==> src/rtl/bwa_pkg.sv <==
package bwa_pkg;

    typedef enum logic [1:0] {
        ST_IDLE = 2'd0,
        ST_EVEN = 2'd1,
        ST_ODD  = 2'd2,
        ST_DONE = 2'd3
    } bwa_state_e;

endpackage

==> src/rtl/bwa_region_decode.sv <==
// Classifies the current word address as 8-bit window or native 16-bit bus.
module bwa_region_decode #(
    parameter int ADDR_W = 16,
    parameter logic [ADDR_W-1:0] NARROW_LO = 16'h8400,
    parameter logic [ADDR_W-1:0] NARROW_HI = 16'h9FFF
) (
    input  logic [ADDR_W-2:0] word_addr,
    output logic              narrow
);
    logic [ADDR_W-1:0] even_addr;

    always_comb begin
        even_addr = {word_addr, 1'b0};
        narrow    = (even_addr >= NARROW_LO) && (even_addr <= NARROW_HI);
    end
endmodule

==> src/rtl/bwa_phase_timer.sv <==
// Counts the clocks of one byte phase; saturates at the last count.
module bwa_phase_timer #(
    parameter int CYCLES = 2
) (
    input  logic clk,
    input  logic rst_n,
    input  logic clear,
    output logic last
);
    localparam int CW = (CYCLES > 1) ? $clog2(CYCLES) : 1;
    localparam logic [CW-1:0] TERM = CW'(CYCLES - 1);

    logic [CW-1:0] cnt_q;

    always_ff @(posedge clk or negedge rst_n) begin
        if (!rst_n) begin
            cnt_q <= '0;
        end else if (clear) begin
            cnt_q <= '0;
        end else if (cnt_q != TERM) begin
            cnt_q <= cnt_q + 1'b1;
        end
    end

    assign last = (cnt_q == TERM);
endmodule

==> src/rtl/bwa_byte_latch.sv <==
// Holds the even and odd bytes of a read and presents them as one word.
module bwa_byte_latch #(
    parameter int HALF_W = 8
) (
    input  logic                clk,
    input  logic                rst_n,
    input  logic                cap_even,
    input  logic                cap_odd,
    input  logic [HALF_W-1:0]   din,
    output logic [2*HALF_W-1:0] word
);
    logic [HALF_W-1:0] even_q;
    logic [HALF_W-1:0] odd_q;

    always_ff @(posedge clk or negedge rst_n) begin
        if (!rst_n) begin
            even_q <= '0;
            odd_q  <= '0;
        end else begin
            if (cap_even) even_q <= din;
            if (cap_odd)  odd_q  <= din;
        end
    end

    assign word = {even_q, odd_q};
endmodule

==> src/rtl/bwa_fsm.sv <==
// Sequencing of the two byte phases.
module bwa_fsm
    import bwa_pkg::*;
(
    input  logic       clk,
    input  logic       rst_n,
    input  logic       memen,
    input  logic       narrow,
    input  logic       dbin,
    input  logic       byte_ready,
    input  logic       phase_last,
    output bwa_state_e state,
    output logic       timer_clear,
    output logic       cap_even,
    output logic       cap_odd,
    output logic       phase_active,
    output logic       odd_phase,
    output logic       word_done
);
    bwa_state_e state_q, state_d;
    logic       phase_end;

    always_ff @(posedge clk or negedge rst_n) begin
        if (!rst_n) state_q <= ST_IDLE;
        else        state_q <= state_d;
    end

    always_comb begin
        phase_end = phase_last && byte_ready;
        state_d   = state_q;
        unique case (state_q)
            ST_IDLE: if (memen && narrow)              state_d = ST_EVEN;
            ST_EVEN: if (!memen)                       state_d = ST_IDLE;
                     else if (phase_end)               state_d = ST_ODD;
            ST_ODD:  if (!memen)                       state_d = ST_IDLE;
                     else if (phase_end)               state_d = ST_DONE;
            ST_DONE: if (!memen || byte_ready)         state_d = ST_IDLE;
            default:                                   state_d = ST_IDLE;
        endcase
    end

    always_comb begin
        timer_clear  = (state_d != state_q) || (state_q == ST_IDLE);
        cap_even     = (state_q == ST_EVEN) && memen && phase_end && dbin;
        cap_odd      = (state_q == ST_ODD)  && memen && phase_end && dbin;
        phase_active = memen && ((state_q == ST_EVEN) || (state_q == ST_ODD));
        odd_phase    = memen && (state_q == ST_ODD);
        word_done    = (state_q == ST_DONE);
    end

    assign state = state_q;
endmodule

==> src/rtl/bus_width_adapter.sv <==
module bus_width_adapter
    import bwa_pkg::*;
#(
    parameter int ADDR_W      = 16,
    parameter int DATA_W      = 16,
    parameter int BYTE_CYCLES = 2,
    parameter logic [ADDR_W-1:0] NARROW_LO = 16'h8400,
    parameter logic [ADDR_W-1:0] NARROW_HI = 16'h9FFF
) (
    input  logic                clk,
    input  logic                rst_n,
    input  logic [ADDR_W-2:0]   cpu_addr,
    input  logic                cpu_memen,
    input  logic                cpu_dbin,
    input  logic [DATA_W-1:0]   cpu_wdata,
    output logic [DATA_W-1:0]   cpu_rdata,
    output logic                cpu_ready,
    output logic                wide_sel,
    input  logic [DATA_W-1:0]   wide_rdata,
    output logic [ADDR_W-1:0]   byte_addr,
    output logic                byte_en,
    output logic                byte_we,
    output logic [DATA_W/2-1:0] byte_wdata,
    input  logic [DATA_W/2-1:0] byte_rdata,
    input  logic                byte_ready
);
    localparam int HALF_W = DATA_W / 2;

    logic              narrow;
    logic              phase_last;
    logic              timer_clear;
    logic              cap_even, cap_odd;
    logic              phase_active, odd_phase, word_done;
    logic [DATA_W-1:0] assembled;
    bwa_state_e        state;

    bwa_region_decode #(
        .ADDR_W(ADDR_W), .NARROW_LO(NARROW_LO), .NARROW_HI(NARROW_HI)
    ) u_decode (
        .word_addr(cpu_addr),
        .narrow   (narrow)
    );

    bwa_phase_timer #(.CYCLES(BYTE_CYCLES)) u_timer (
        .clk  (clk),
        .rst_n(rst_n),
        .clear(timer_clear),
        .last (phase_last)
    );

    bwa_fsm u_fsm (
        .clk         (clk),
        .rst_n       (rst_n),
        .memen       (cpu_memen),
        .narrow      (narrow),
        .dbin        (cpu_dbin),
        .byte_ready  (byte_ready),
        .phase_last  (phase_last),
        .state       (state),
        .timer_clear (timer_clear),
        .cap_even    (cap_even),
        .cap_odd     (cap_odd),
        .phase_active(phase_active),
        .odd_phase   (odd_phase),
        .word_done   (word_done)
    );

    bwa_byte_latch #(.HALF_W(HALF_W)) u_latch (
        .clk     (clk),
        .rst_n   (rst_n),
        .cap_even(cap_even),
        .cap_odd (cap_odd),
        .din     (byte_rdata),
        .word    (assembled)
    );

    // Outputs towards the processor
    always_comb begin
        wide_sel = cpu_memen && !narrow;
        if (state == ST_IDLE) cpu_ready = !(cpu_memen && narrow);
        else                  cpu_ready = word_done && byte_ready;
        cpu_rdata = word_done ? assembled : wide_rdata;
    end

    // Outputs towards the byte bus
    always_comb begin
        byte_en    = phase_active;
        byte_we    = phase_active && !cpu_dbin;
        byte_addr  = {cpu_addr, odd_phase};
        byte_wdata = odd_phase ? cpu_wdata[HALF_W-1:0] : cpu_wdata[DATA_W-1:HALF_W];
    end
endmodule

==> config.mk <==
export PLATFORM = sky130hd
export DESIGN_NAME = bus_width_adapter
export DESIGN_NICKNAME = d
export VERILOG_FILES = /design/src/rtl/bwa_pkg.sv /design/src/rtl/bwa_region_decode.sv /design/src/rtl/bwa_phase_timer.sv /design/src/rtl/bwa_byte_latch.sv /design/src/rtl/bwa_fsm.sv /design/src/rtl/bus_width_adapter.sv
export SDC_FILE = /design/constraint.sdc
export NUM_CORES = 1
export LEC_CHECK = 0
export BUFFER_PORTS_ARGS = -buffer_cell sky130_fd_sc_hd__clkbuf_2
export CORE_MARGIN = 5
export CORE_UTILIZATION = 43
export DETAILED_ROUTE_END_ITERATION = 12
export PLACE_DENSITY = 0.84
export SLEW_MARGIN = 30
export SYNTH_ARGS = -nofsm -noshare
export SYNTH_HDL_FRONTEND = slang
export SYNTH_SLANG_ARGS = --single-unit
==> constraint.sdc <==
create_clock -name clk -period 4.6 [get_ports clk]
set_input_delay 1.38 -clock clk [delete_from_list [all_inputs] [get_ports clk]]
set_output_delay 1.38 -clock clk [all_outputs]
set_load 0.1 [all_outputs]
==> flow_summary.ini <==
[power]
power_frac_comb_pct = 48.7
ir_worst_vdd_v = 0.000198
p_sw_share_pct = 47.2
p_int_mw = 0.331
total_power_mw = 0.627
power.density_mw_per_mm2 = 367
p_sw_mw = 0.296
pwr-share-seq_pct = 38.1
power_frac_clock_pct = 13.3
power.leakage_nw = 0.925

[setup_path]
reg2reg_to = u_timer.last
worst_ep_arrival_time_ns = 2.62
critPathTopFamily = buffers and inverters
crit_chain = clkbuf_2, nand2_1, mux2_2, clkbuf_2
cp-end-kind = primary output
critical-path-slowest-cell = mux2_2
cp_max_fo = 11
cp.required_ns = 3.22
critPathBufInv = 2
rr_startpoint = u_fsm.state[0]
slowest_delay_ns = 0.38
path_class = primary input to primary output
crit_top_cell = clkbuf_2
r2r_setup_slack_ns = 2.51
critical_path.startpoint_type = primary input
reg2regPathDepth = 5

[sta]
fin_crit_sh_pct = 86.9
finalHoldWorstSlack_ns = 0.511
max_freq_ghz = 0.250
rsz0062_at_grt = false
tightestPinTransition_ns = 0.761
fin_skew_ns = 0.00597
finalSetupViolCount = 0
slew_headroom_pct = 49.3
hold_viol = 0
final_max_slew_viol_count = 0
fin_crit_ns = 4.00

[route]
vias_per_cell = 4.82
via_count = 1109
wirelength_um = 3030
first_iter_violations = 76
ant_nets = 0
drt-wirelength-per-cell_um = 13.2
first_pass_iters = 4
drc = 0

[job]
drv_cap = 0

[global_routing]
grt_max_degree = 20
grtUsageMet3_pct = 5.27
grt_pass1_vias = 1093
global_route.usage.met1_pct = 16.5
antenna_found_initial = 0
grt_pass1_wl_um = 4860
use_met2_pct = 24.3
top_usage_layer = met2
grt-ovfl-total = 0
grt_usage_pct = 13.9

[floorplanning]
io_pins = 104
fp-row-count = 20
core_mm2 = 0.00303
die-area_mm2 = 0.00436
fp.dieW_um = 66.0
die_h_um = 66.0
start_util_pct = 44.5

[layout]
drive_above_1_share_pct = 71.0
finish.instance_area_mm2 = 0.00171
syn_to_final_growth_pct = 26.7
antenna_cells = 0
final_net_count = 251
final-instance-count-excl-fill = 230
fin_util_pct = 56.4

[logic_synthesis]
ys_warn_count = 0
syn_area_mm2 = 0.00135
syn_inst = 117
syn_area_per_cell_um2 = 11.5
seq_area_frac_synth_pct = 35.3
synthDistinctLibCells = 27
ys_ff_latch = 19
synth_nets = 181

[clock_tree]
post-cts-setup-buffers = 0
cts_sinks = 19
clk_pin_slew_ns = 0.10
clock_path_buffers = 2
cts_tree = done
cts_resized = 0
htree_levels = 1
cts_inserted_buffers = 3
cts_root_buf = clkbuf_4
hold_buffers = 0
insertion_delay_ns = 0.29

[placement]
placed_cell_area_mm2 = 0.00168
globalplace.congestion = 0.774
place_inst = 226
hpwlAfterDp_um = 2520
port_buffers = 85

[worst_hold_path]
min_path_type = flip-flop to flip-flop
worstHoldStart = u_latch.odd_q[2]
min_to = u_latch.odd_q[2]
holdPathStages = 1

[status]
outcome = completed
## cells in the final DEF, fill, tap and decap left out, drive strengths merged, types with 2 or more instances in the layout
master / instances
dfrtp: 19
nand2: 3
ha: 4
nand3: 5
clkbuf: 89
a21o: 2
nor2b: 2
o21ai: 4
inv: 4
mux2: 40
nor3: 3
## layer usage
metal	vias to the layer above	routed length [um]	part of all wire (%)
met1	487	1220	40
met4	0	0	0
li1	543	-	-
met3	0	466	15
met5	-	0	0
met2	79	1340	44
## worst max-delay path by stage
| stage | end | cells after the start | startpoint |
|---|---|---|---|
| finish | byte_wdata[2] | 4 | cpu_memen |
| global route | cpu_ready | 6 | cpu_addr[10] |
| CTS | cpu_ready | 5 | cpu_addr[12] |
| detailed placement | cpu_ready | 5 | cpu_addr[12] |
| global placement | cpu_ready | 5 | cpu_addr[12] |
| floorplan | byte_we | 3 | cpu_memen |
## kinds of logic (layout without fill, tap and decap cells)
group           Yosys count  after routing  share of synthesized area, %
buf+inv                  24             93                          12.2
flops                    19             19                          35.3
compound gates           11             11                          5.94
fa+ha+maj                 4              4                          3.71
simple gates             19             19                          9.55
mux                      40             40                          33.4
## stage by stage
step,setup slack (ns),setup TNS [ns]
floorplan,-0.0407,-0.0407
global route,0.459,0
detailed placement,0.590,0
CTS,0.581,0
finish,0.601,0
global placement,0.618,0
## area by class of cell
cell class	instances	area (um^2)
Clock buffer	4	26.3
Fill cell	286	1320
Inverter	4	15.0
Multi-Input combinational cell	74	712
Sequential cell	19	475
Tap cell	44	55.1
Timing Repair Buffer	85	425
## cells in the mapped netlist (all sizes together)
cell	number	area share, %
and2	1	0.46
a21oi	1	0.37
nand3	5	3.7
nor4b	1	0.65
nor2	1	0.28
nand2	3	0.83
a311o	1	0.74
o21ai	4	1.5
buf	20	11
nor2b	2	0.93
o2111ai	1	0.65
inv	4	1.1
and3	1	0.56
o311ai	1	0.65
or3	1	0.46
ha	4	3.7
a211oi	1	0.93
a21o	2	1.1
mux2	40	33
nor3	3	1.1
and2b	1	0.56
dfrtp	19	35
## sequential cells by signal (all words and copies together), names as in the netlist
signal,flops
u_latch.even_q,8
u_fsm.state,2
u_latch.odd_q,8
u_timer.last,1
## power by group through the flow
stage               Clock, mW  Combinational (mW)  Sequential, mW
global route           0.0943               0.324           0.244
floorplan                   0               0.289           0.231
finish                 0.0831               0.305           0.238
global placement            0               0.303           0.240
CTS                    0.0877               0.308           0.238
detailed placement          0               0.307           0.241
No activity file was read; power rests on OpenSTA's default activity.
